==> config.mk <==
export PLATFORM = sky130hd
export DESIGN_NAME = dbg_hit_qualifier
export DESIGN_NICKNAME = d
export VERILOG_FILES = /design/src/rtl/dbgq_pkg.sv /design/src/rtl/dbgq_link_eval.sv /design/src/rtl/dbgq_slot_qual.sv /design/src/rtl/dbgq_first.sv /design/src/rtl/dbg_hit_qualifier.sv
export SDC_FILE = /design/constraint.sdc
export NUM_CORES = 1
export LEC_CHECK = 0
export ABC_AREA = 1
export BUFFER_PORTS_ARGS = -buffer_cell sky130_fd_sc_hd__buf_2
export CORE_AREA = 2 2 223 225
export CTS_BUF_LIST = sky130_fd_sc_hd__clkbuf_4 sky130_fd_sc_hd__clkbuf_8
export CTS_CLUSTER_DIAMETER = 80
export DETAILED_ROUTE_END_ITERATION = 8
export DIE_AREA = 0 0 225 227
export GPL_ROUTABILITY_DRIVEN = 0
export GPL_TIMING_DRIVEN = 0
export PLACE_DENSITY = 0.34
export SLEW_MARGIN = 40
export SYNTH_ARGS = -nofsm -noshare
export SYNTH_HDL_FRONTEND = slang
export SYNTH_SLANG_ARGS = --single-unit
==> constraint.sdc <==
create_clock -name clk -period 1.55 [get_ports clk]
set_input_delay 0 -clock clk [delete_from_list [all_inputs] [get_ports clk]]
set_output_delay 0 -clock clk [all_outputs]
set_load 0.01 [all_outputs]
==> src/rtl/dbgq_pkg.sv <==
package dbgq_pkg;

    localparam int CTRL_W = 32;
    localparam int CTX_W  = 32;

    // Control word layout, MSB first. The link flag is the LSB of kind.
    typedef struct packed {
        logic [7:0] rsvd_hi;
        logic [3:0] kind;
        logic [3:0] link_num;
        logic [1:0] sec_sel;
        logic       hyp_ok;
        logic [9:0] rsvd_mid;
        logic [1:0] lvl_ok;
        logic       en;
    } dbg_ctrl_t;

    localparam logic [3:0] KIND_CTX_MATCH = 4'd3;

    function automatic logic sec_pass(input logic [1:0] sel, input logic is_sec);
        logic r;
        unique case (sel)
            2'd0:    r = 1'b1;
            2'd2:    r = is_sec;
            default: r = !is_sec;
        endcase
        return r;
    endfunction

    function automatic logic lvl_pass(input dbg_ctrl_t c, input logic [1:0] el);
        logic r;
        unique case (el)
            2'd0:    r = c.lvl_ok[1];
            2'd1:    r = c.lvl_ok[0];
            default: r = c.hyp_ok;
        endcase
        return r;
    endfunction

    function automatic logic link_flag(input dbg_ctrl_t c);
        return c.kind[0];
    endfunction

endpackage

==> src/rtl/dbgq_link_eval.sv <==
module dbgq_link_eval
    import dbgq_pkg::*;
#(
    parameter int NUM_BP  = 6,
    parameter int NUM_CTX = 2
) (
    input  dbg_ctrl_t              bp_cw  [NUM_BP],
    input  logic [CTX_W-1:0]       bp_val [NUM_BP],
    input  logic [1:0]             cur_el,
    input  logic [CTX_W-1:0]       ctx_id,
    output logic [NUM_BP-1:0]      link_ok
);
    localparam int FIRST_CTX = NUM_BP - NUM_CTX;

    logic low_el;
    assign low_el = (cur_el <= 2'd1);

    for (genvar i = 0; i < NUM_BP; i++) begin : g_tgt
        if (i >= FIRST_CTX) begin : g_ctx
            assign link_ok[i] = bp_cw[i].en
                              && (bp_cw[i].kind == KIND_CTX_MATCH)
                              && low_el
                              && (ctx_id == bp_val[i]);
        end else begin : g_plain
            assign link_ok[i] = 1'b0;
        end
    end

endmodule

==> src/rtl/dbgq_slot_qual.sv <==
module dbgq_slot_qual
    import dbgq_pkg::*;
#(
    parameter int NUM_BP  = 6,
    parameter int NUM_CTX = 2
) (
    input  logic              raw_hit,
    input  dbg_ctrl_t         cw,
    input  logic              unpriv,
    input  logic              secure,
    input  logic [1:0]        cur_el,
    input  logic [NUM_BP-1:0] link_ok,
    output logic              qual
);
    localparam int FIRST_CTX = NUM_BP - NUM_CTX;

    logic [1:0] eff_el;
    logic       lnk_sel;

    assign eff_el = unpriv ? 2'd0 : cur_el;

    always_comb begin
        lnk_sel = 1'b0;
        for (int j = FIRST_CTX; j < NUM_BP; j++) begin
            if (cw.link_num == 4'(j)) lnk_sel = link_ok[j];
        end
    end

    assign qual = raw_hit
               && sec_pass(cw.sec_sel, secure)
               && lvl_pass(cw, eff_el)
               && (!link_flag(cw) || lnk_sel);

endmodule

==> src/rtl/dbgq_first.sv <==
module dbgq_first #(
    parameter int N  = 6,
    parameter int IW = 3
) (
    input  logic [N-1:0]  req,
    output logic          found,
    output logic [IW-1:0] idx
);
    always_comb begin
        found = 1'b0;
        idx   = '0;
        for (int i = N - 1; i >= 0; i--) begin
            if (req[i]) begin
                found = 1'b1;
                idx   = IW'(i);
            end
        end
    end
endmodule

==> src/rtl/dbg_hit_qualifier.sv <==
module dbg_hit_qualifier
    import dbgq_pkg::*;
#(
    parameter  int NUM_BP  = 6,
    parameter  int NUM_WP  = 4,
    parameter  int NUM_CTX = 2,
    localparam int MAX_N   = (NUM_BP > NUM_WP) ? NUM_BP : NUM_WP,
    localparam int IDX_W   = (MAX_N > 1) ? $clog2(MAX_N) : 1
) (
    input  logic                     clk,
    input  logic                     rst,
    input  logic                     mon_dbg_en,
    input  logic                     dbg_allowed,
    input  logic                     secure,
    input  logic [1:0]               cur_el,
    input  logic [CTX_W-1:0]         ctx_id,
    input  logic [NUM_BP-1:0]        bp_hit,
    input  logic [NUM_BP*CTRL_W-1:0] bp_ctrl,
    input  logic [NUM_BP*CTX_W-1:0]  bp_value,
    input  logic [NUM_WP-1:0]        wp_hit,
    input  logic [NUM_WP*CTRL_W-1:0] wp_ctrl,
    input  logic [NUM_WP-1:0]        wp_unpriv,
    output logic                     evt_valid,
    output logic                     evt_is_wp,
    output logic [IDX_W-1:0]         evt_idx
);
    dbg_ctrl_t         bp_cw  [NUM_BP];
    dbg_ctrl_t         wp_cw  [NUM_WP];
    logic [CTX_W-1:0]  bp_val [NUM_BP];
    logic [NUM_BP-1:0] link_ok;
    logic [NUM_BP-1:0] bp_qual;
    logic [NUM_WP-1:0] wp_qual;
    logic              bp_found, wp_found, gate;
    logic [IDX_W-1:0]  bp_idx, wp_idx;

    for (genvar i = 0; i < NUM_BP; i++) begin : g_bp_unpack
        assign bp_cw[i]  = bp_ctrl[i*CTRL_W +: CTRL_W];
        assign bp_val[i] = bp_value[i*CTX_W +: CTX_W];
    end
    for (genvar i = 0; i < NUM_WP; i++) begin : g_wp_unpack
        assign wp_cw[i] = wp_ctrl[i*CTRL_W +: CTRL_W];
    end

    dbgq_link_eval #(.NUM_BP(NUM_BP), .NUM_CTX(NUM_CTX)) u_link (
        .bp_cw(bp_cw), .bp_val(bp_val), .cur_el(cur_el),
        .ctx_id(ctx_id), .link_ok(link_ok)
    );

    for (genvar i = 0; i < NUM_BP; i++) begin : g_bp
        dbgq_slot_qual #(.NUM_BP(NUM_BP), .NUM_CTX(NUM_CTX)) u_slot (
            .raw_hit(bp_hit[i]), .cw(bp_cw[i]), .unpriv(1'b0),
            .secure(secure), .cur_el(cur_el), .link_ok(link_ok),
            .qual(bp_qual[i])
        );


        sec_sel_chk: assert property (@(posedge clk) disable iff (rst)
            (bp_qual[i] && secure) |-> (bp_cw[i].sec_sel == 2'd0 || bp_cw[i].sec_sel == 2'd2));


        hyp_bit_chk: assert property (@(posedge clk) disable iff (rst)
            (bp_qual[i] && cur_el >= 2'd2) |-> bp_cw[i].hyp_ok);
    end

    for (genvar i = 0; i < NUM_WP; i++) begin : g_wp
        dbgq_slot_qual #(.NUM_BP(NUM_BP), .NUM_CTX(NUM_CTX)) u_slot (
            .raw_hit(wp_hit[i]), .cw(wp_cw[i]), .unpriv(wp_unpriv[i]),
            .secure(secure), .cur_el(cur_el), .link_ok(link_ok),
            .qual(wp_qual[i])
        );


        link_low_el_chk: assert property (@(posedge clk) disable iff (rst)
            (wp_qual[i] && wp_cw[i].kind[0]) |-> (cur_el <= 2'd1));
    end

    dbgq_first #(.N(NUM_BP), .IW(IDX_W)) u_bp_pick (
        .req(bp_qual), .found(bp_found), .idx(bp_idx)
    );
    dbgq_first #(.N(NUM_WP), .IW(IDX_W)) u_wp_pick (
        .req(wp_qual), .found(wp_found), .idx(wp_idx)
    );

    assign gate = mon_dbg_en && dbg_allowed;

    always_ff @(posedge clk) begin
        if (rst) begin
            evt_valid <= 1'b0;
            evt_is_wp <= 1'b0;
            evt_idx   <= '0;
        end else begin
            evt_valid <= gate && (bp_found || wp_found);
            evt_is_wp <= !bp_found && wp_found;
            evt_idx   <= bp_found ? bp_idx : wp_idx;
        end
    end


    gate_off_chk: assert property (@(posedge clk) disable iff (rst)
        !(mon_dbg_en && dbg_allowed) |=> !evt_valid);


    bp_over_wp_chk: assert property (@(posedge clk) disable iff (rst)
        (gate && |bp_qual) |=> (evt_valid && !evt_is_wp));


    pulse_src_chk: assert property (@(posedge clk) disable iff (rst)
        evt_valid |-> $past(|{bp_hit, wp_hit}));


    reset_quiet_chk: assert property (@(posedge clk)
        rst |=> !evt_valid);

endmodule

== Word level (Yosys, flattened, before mapping) ==
Index checks and enable logic that the tools add are counted.
Cells by class
  order comparisons: 1
  equality and inequality tests: 39
  muxes and demuxes: 65
  reduce and logical (&&, ||, !) cells: 77
Operator list (count)
  4-bit by 3-bit == test with 1-bit output (second input constant): 20
  32-bit == test: 2
  1-bit case mux with 2 select lines: 20
  1-bit logical AND: 39
  2-bit zero test: 15
  1-bit 2-to-1 mux: 30
  3-bit 2-to-1 mux: 7
  2-bit == test (second input constant): 10
  2-bit 2-to-1 mux: 8
  1-bit zero test: 12
  1-bit logical OR: 11
  2-bit by 1-bit == test with 1-bit output (second input constant): 5
  4-bit by 2-bit == test with 1-bit output (second input constant): 2
  2-bit by 1-bit <= comparator with 1-bit output (second input constant): 1
Storage, ports and cells
  register bits: 5
  input port bits: 565
  output and inout bits: 5

== Logic depth before layout (Yosys ltp) ==
  depth in word-level cells: 16
  gate-level depth with buffers: 18
  depth with buffers taken out: 18

== Hierarchy ==
Synthesis repeated with hierarchy kept, for this count alone.
Second synthesis, totals
  cell total of the unflattened synthesis: 588
  area, all modules: 2566.2 µm²
By module, submodules not included
  dbgq_link_eval: times used 1, cells an instance 285, area each 1192.4 µm², sequential area each 0.0 µm²
  dbgq_slot_qual: times used 10, cells an instance 25, area each 105.1 µm², sequential area each 0.0 µm²
  dbg_hit_qualifier: times used 1, cells an instance 28, area each 202.7 µm², sequential area each 100.1 µm²
  dbgq_first (u_bp_pick): times used 1, cells an instance 15, area each 72.6 µm², sequential area each 0.0 µm²
  dbgq_first (u_wp_pick): times used 1, cells an instance 10, area each 47.5 µm², sequential area each 0.0 µm²

== Worst setup path before layout ==
No wires, ideal clock.
  path kind: input to register
  start: in ctx_id[27]
  end: reg evt_idx[0]
  library setup time: 0.066 ns
  data arrival time: 1.208 ns
  data required time: 1.484 ns
  slack: 0.276 ns
  stages: 14
  path buffers: 0
  cell sequence: xor2_1 > nor2_1 > nand2_1 > nor2_1 > nand2_2 > nor2_4 > nand3_2 > nand3_2 > nand2_2 > clkinv_1 > nand2_1 > a21oi_2 > nand2_1 > a21oi_2
Between the ends
  longest elaborated chain between the ends: 13
Ends and longest elaborated chain
  start, declared: RTL line dbg_hit_qualifier.sv:16  | input logic [CTX_W-1:0] ctx_id,
  32-bit == test: RTL line dbgq_link_eval.sv:23  | && (ctx_id == bp_val[i]);
  1-bit logical AND: RTL line dbgq_link_eval.sv:23
  1-bit 2-to-1 mux (2 in a row): RTL line dbgq_slot_qual.sv:25  | if (cw.link_num == 4'(j)) lnk_sel = link_ok[j];
  1-bit logical OR: RTL line dbgq_slot_qual.sv:32  | && (!link_flag(cw) || lnk_sel);
  1-bit logical AND: RTL line dbgq_slot_qual.sv:32
  3-bit 2-to-1 mux or 1-bit 2-to-1 mux (tied branches) (6 in a row): RTL line dbgq_first.sv:13  | if (req[i]) begin
  3-bit 2-to-1 mux *: RTL line dbg_hit_qualifier.sv:94  | evt_idx <= bp_found ? bp_idx : wp_idx;
  end signal, assigned: RTL line dbg_hit_qualifier.sv:94
  end, declared: RTL line dbg_hit_qualifier.sv:25  | output logic [IDX_W-1:0] evt_idx
Mark *: on every way between the ends. The rest lies on a longest branch, timed or not.
A chain may end at the register's enable or synchronous reset.

== Worst setup path after layout ==
  start: in ctx_id[11]
  end: reg evt_idx[0]
Same word-level chain as after synthesis.

==> impl_metrics.env <==
export IMPL_status="complete, but fails checks"
export IMPL_violations="negative setup slack"
export IMPL_synth_most_common_cell="nand2_1"
export IMPL_finalSetupViolations=5
export IMPL_synthesis_area_sq_mm=0.00239
export IMPL_end_kind="register"
export IMPL_root_buffer="clkbuf_8"
export IMPL_cts_tree="yes"
export IMPL_worstSetupPathType="primary input to register"
export IMPL_grt_use_met3_pct=1.19
export IMPL_avgSynthCellArea_sq_um=4.74
export IMPL_fmax_ghz=0.614
export IMPL_antenna_found_initial=2
export IMPL_grt_ovfl_total=0
export IMPL_ir_drop_uv=168
export IMPL_synth_top_area_share_pct=32.7
export IMPL_viasPerCell=2.74
export IMPL_die_w_um=225
export IMPL_syn2layout_area_growth_pct=105
export IMPL_fin_ws_ns=-0.0791
export IMPL_power_density_mw_per_mm2=269
export IMPL_worst_setup_path_start_kind="primary input"
export IMPL_grt_pass1_vias=3510
export IMPL_grt_pass1_wl_um=20400
export IMPL_die_area_sq_mm=0.0511
export IMPL_min_period_over_period_pct=105
export IMPL_post_route_min_period_ns=1.63
export IMPL_ys_flop_type="dfxtp_1"
export IMPL_p_leak_uw=0.00266
export IMPL_async_flop_share_pct=0
export IMPL_drc=0
export IMPL_first_iter_violations=106
export IMPL_worstPathCellList="buf_6 -> xor2_1 -> nor2_1 -> nand2_1 -> nor2_4 -> nand2_4 -> nor3b_4 -> nand2_2 -> nand3_4 -> nand2_4 -> a21oi_4 -> nand2_2 -> a21oi_2"
export IMPL_grt_usage_pct=5.42
export IMPL_cts_buffers=3
export IMPL_worstPathRequired_ns=1.70
export IMPL_dp_hpwl_um=13900
export IMPL_critPathSlowestCell="nor3b_4"
export IMPL_rsz0062_at_grt="true"
export IMPL_ys_warn_count=0
export IMPL_synth_seq_cells=5
export IMPL_synth_common_cells="208 x nand2_1, 84 x inv_1, 61 x nor2_1"
export IMPL_h_tree_depth=1
export IMPL_numPortBuffers=228
export IMPL_finalHoldViolCount=0
export IMPL_gr_usage_met1_pct=7.31
export IMPL_std_cell_rows=81
export IMPL_vias=3742
export IMPL_detail_route_wl_per_cell_um=11.0
export IMPL_slew_headroom_pct=60.3
export IMPL_final_core_util_pct=10.1
export IMPL_synth_net_count=1068
export IMPL_synth_area_leaders="nand2_1 33%, inv_1 13%, nor2_1 9.6%"
export IMPL_grt_max_degree=11
export IMPL_seq_area_frac_synth_pct=4.20
export IMPL_holdCritPathClass="primary input to register"
export IMPL_cp_buffers_inverters=1
export IMPL_yosysUniqueCellTypes=34
export IMPL_finalMaxSlewViolations=0
export IMPL_busiest_layer="met2"
export IMPL_initial_core_util_pct=4.92
export IMPL_crit_path_max_incr_delay_ns=0.31
export IMPL_syn_inst=503
export IMPL_dr_pass1_iters=4
export IMPL_maxCapViolCount=0
export IMPL_synth_edf_count=0
export IMPL_crit_fanout=2
export IMPL_tightest_slew_ns=0.590
export IMPL_pre_cts_slack_ns=-1.19
export IMPL_clkTransAtPathRegs_ns=0.03
export IMPL_cts_sinks=5
export IMPL_met2_usage_pct=9.18
export IMPL_synth_largest_area_cell="nand2_1"
export IMPL_drive_gt1_share_pct=46.6
export IMPL_antenna_left=0
export IMPL_fp_dieH_um=227
export IMPL_num_io_pins=570
export IMPL_wl_um=15000
export IMPL_cp_top_family="simple AND/OR/NAND/NOR gates"
export IMPL_coreArea_sq_mm=0.0485
export IMPL_nets=1308
export IMPL_clockBufferDepth=2
export IMPL_cp_arrival_ns=1.78
sequential cells by signal, indices dropped and copies added (netlist names):
register and flops:
evt_valid 1, evt_is_wp 1, evt_idx 3
area by class of cell:
cell class / count / area [sq um]
antenna: 1 / 2.50
multi-input combinational: 396 / 2270
inverter: 99 / 373
clock buffer: 4 / 48.8
buffer: 3 / 13.8
tap: 622 / 778
fill: 5690 / 43600
sequential: 5 / 100
timing repair buffer: 235 / 1310
worst min-delay path, stage by stage:
cell and delay (ns):
buf_2 0.10, nand3_1 0.07, a21o_1 0.09, inv_1 0.03
path summary, 6_finish.rpt:
kind	from	end	slack, ns	cells past startpoint
setup / recovery	ctx_id[11]	evt_idx[0]	-0.08	13
hold / removal	mon_dbg_en	evt_valid	0.12	4
what timing repair did:
action,in CTS,in global routing
setup buffers,3,3
endpoints found under the setup margin,5,5
hold endpoints to repair,1,0
gates resized for setup,59,59
pin swaps,24,47
hold buffers,1,0
where the power goes:
group	internal, uW	leakage [uW]	switching, uW
Combinational	442	0.00260	488
Clock	193	0.0000262	57.0
Sequential	138	0.0000408	1.77
Total	773	0.00266	547
kinds of logic after synthesis:
family | share of synthesized area, %
AND/OR/NAND/NOR | 65.7
buffers and inverters | 16.2
XOR/XNOR | 6.61
AO/OA/AOI/OAI | 7.39
flip-flops | 4.20
layer usage:
| layer | share of wire [%] | vias to the layer above |
|---|---|---|
| met4 | 0.053 | 2 |
| met3 | 7.8 | 4 |
| li1 | - | 2018 |
| met2 | 46 | 142 |
| met1 | 46 | 1576 |
| met5 | 0.060 | - |
cells in the final DEF, fill, tap and decap left out, types with 3 or more instances in the layout:
cell type,count
buf_2,214
nand2_1,181
inv_1,80
nor2_1,46
nand2_2,25
nand3_1,21
inv_2,18
buf_6,18
xor2_1,14
nor4_1,12
nor2_4,11
nor2_2,10
nand2_4,10
nand3_2,10
nor3_1,6
nor3b_1,6
nand3_4,6
a31oi_1,5
a21oi_1,5
dfxtp_1,5
o21ai_0,3
clkbuf_8,3
buf_4,3
per-stage QoR:
stage	total power [uW]	instance area (sq um)	cells	hold slack (ns)	setup TNS, ns
after floorplan	505	2390	503	0.0624	0
after global routing	1460	4900	1364	0.188	-1.21
after detailed placement	970	4310	1353	0.223	-5.28
after CTS	1290	4650	1361	0.114	-0.734
final	1320	4900	1365	0.123	-0.238
after global placement	962	4310	1353	0.211	-5.26
No activity file was read; power rests on OpenSTA's default activity.
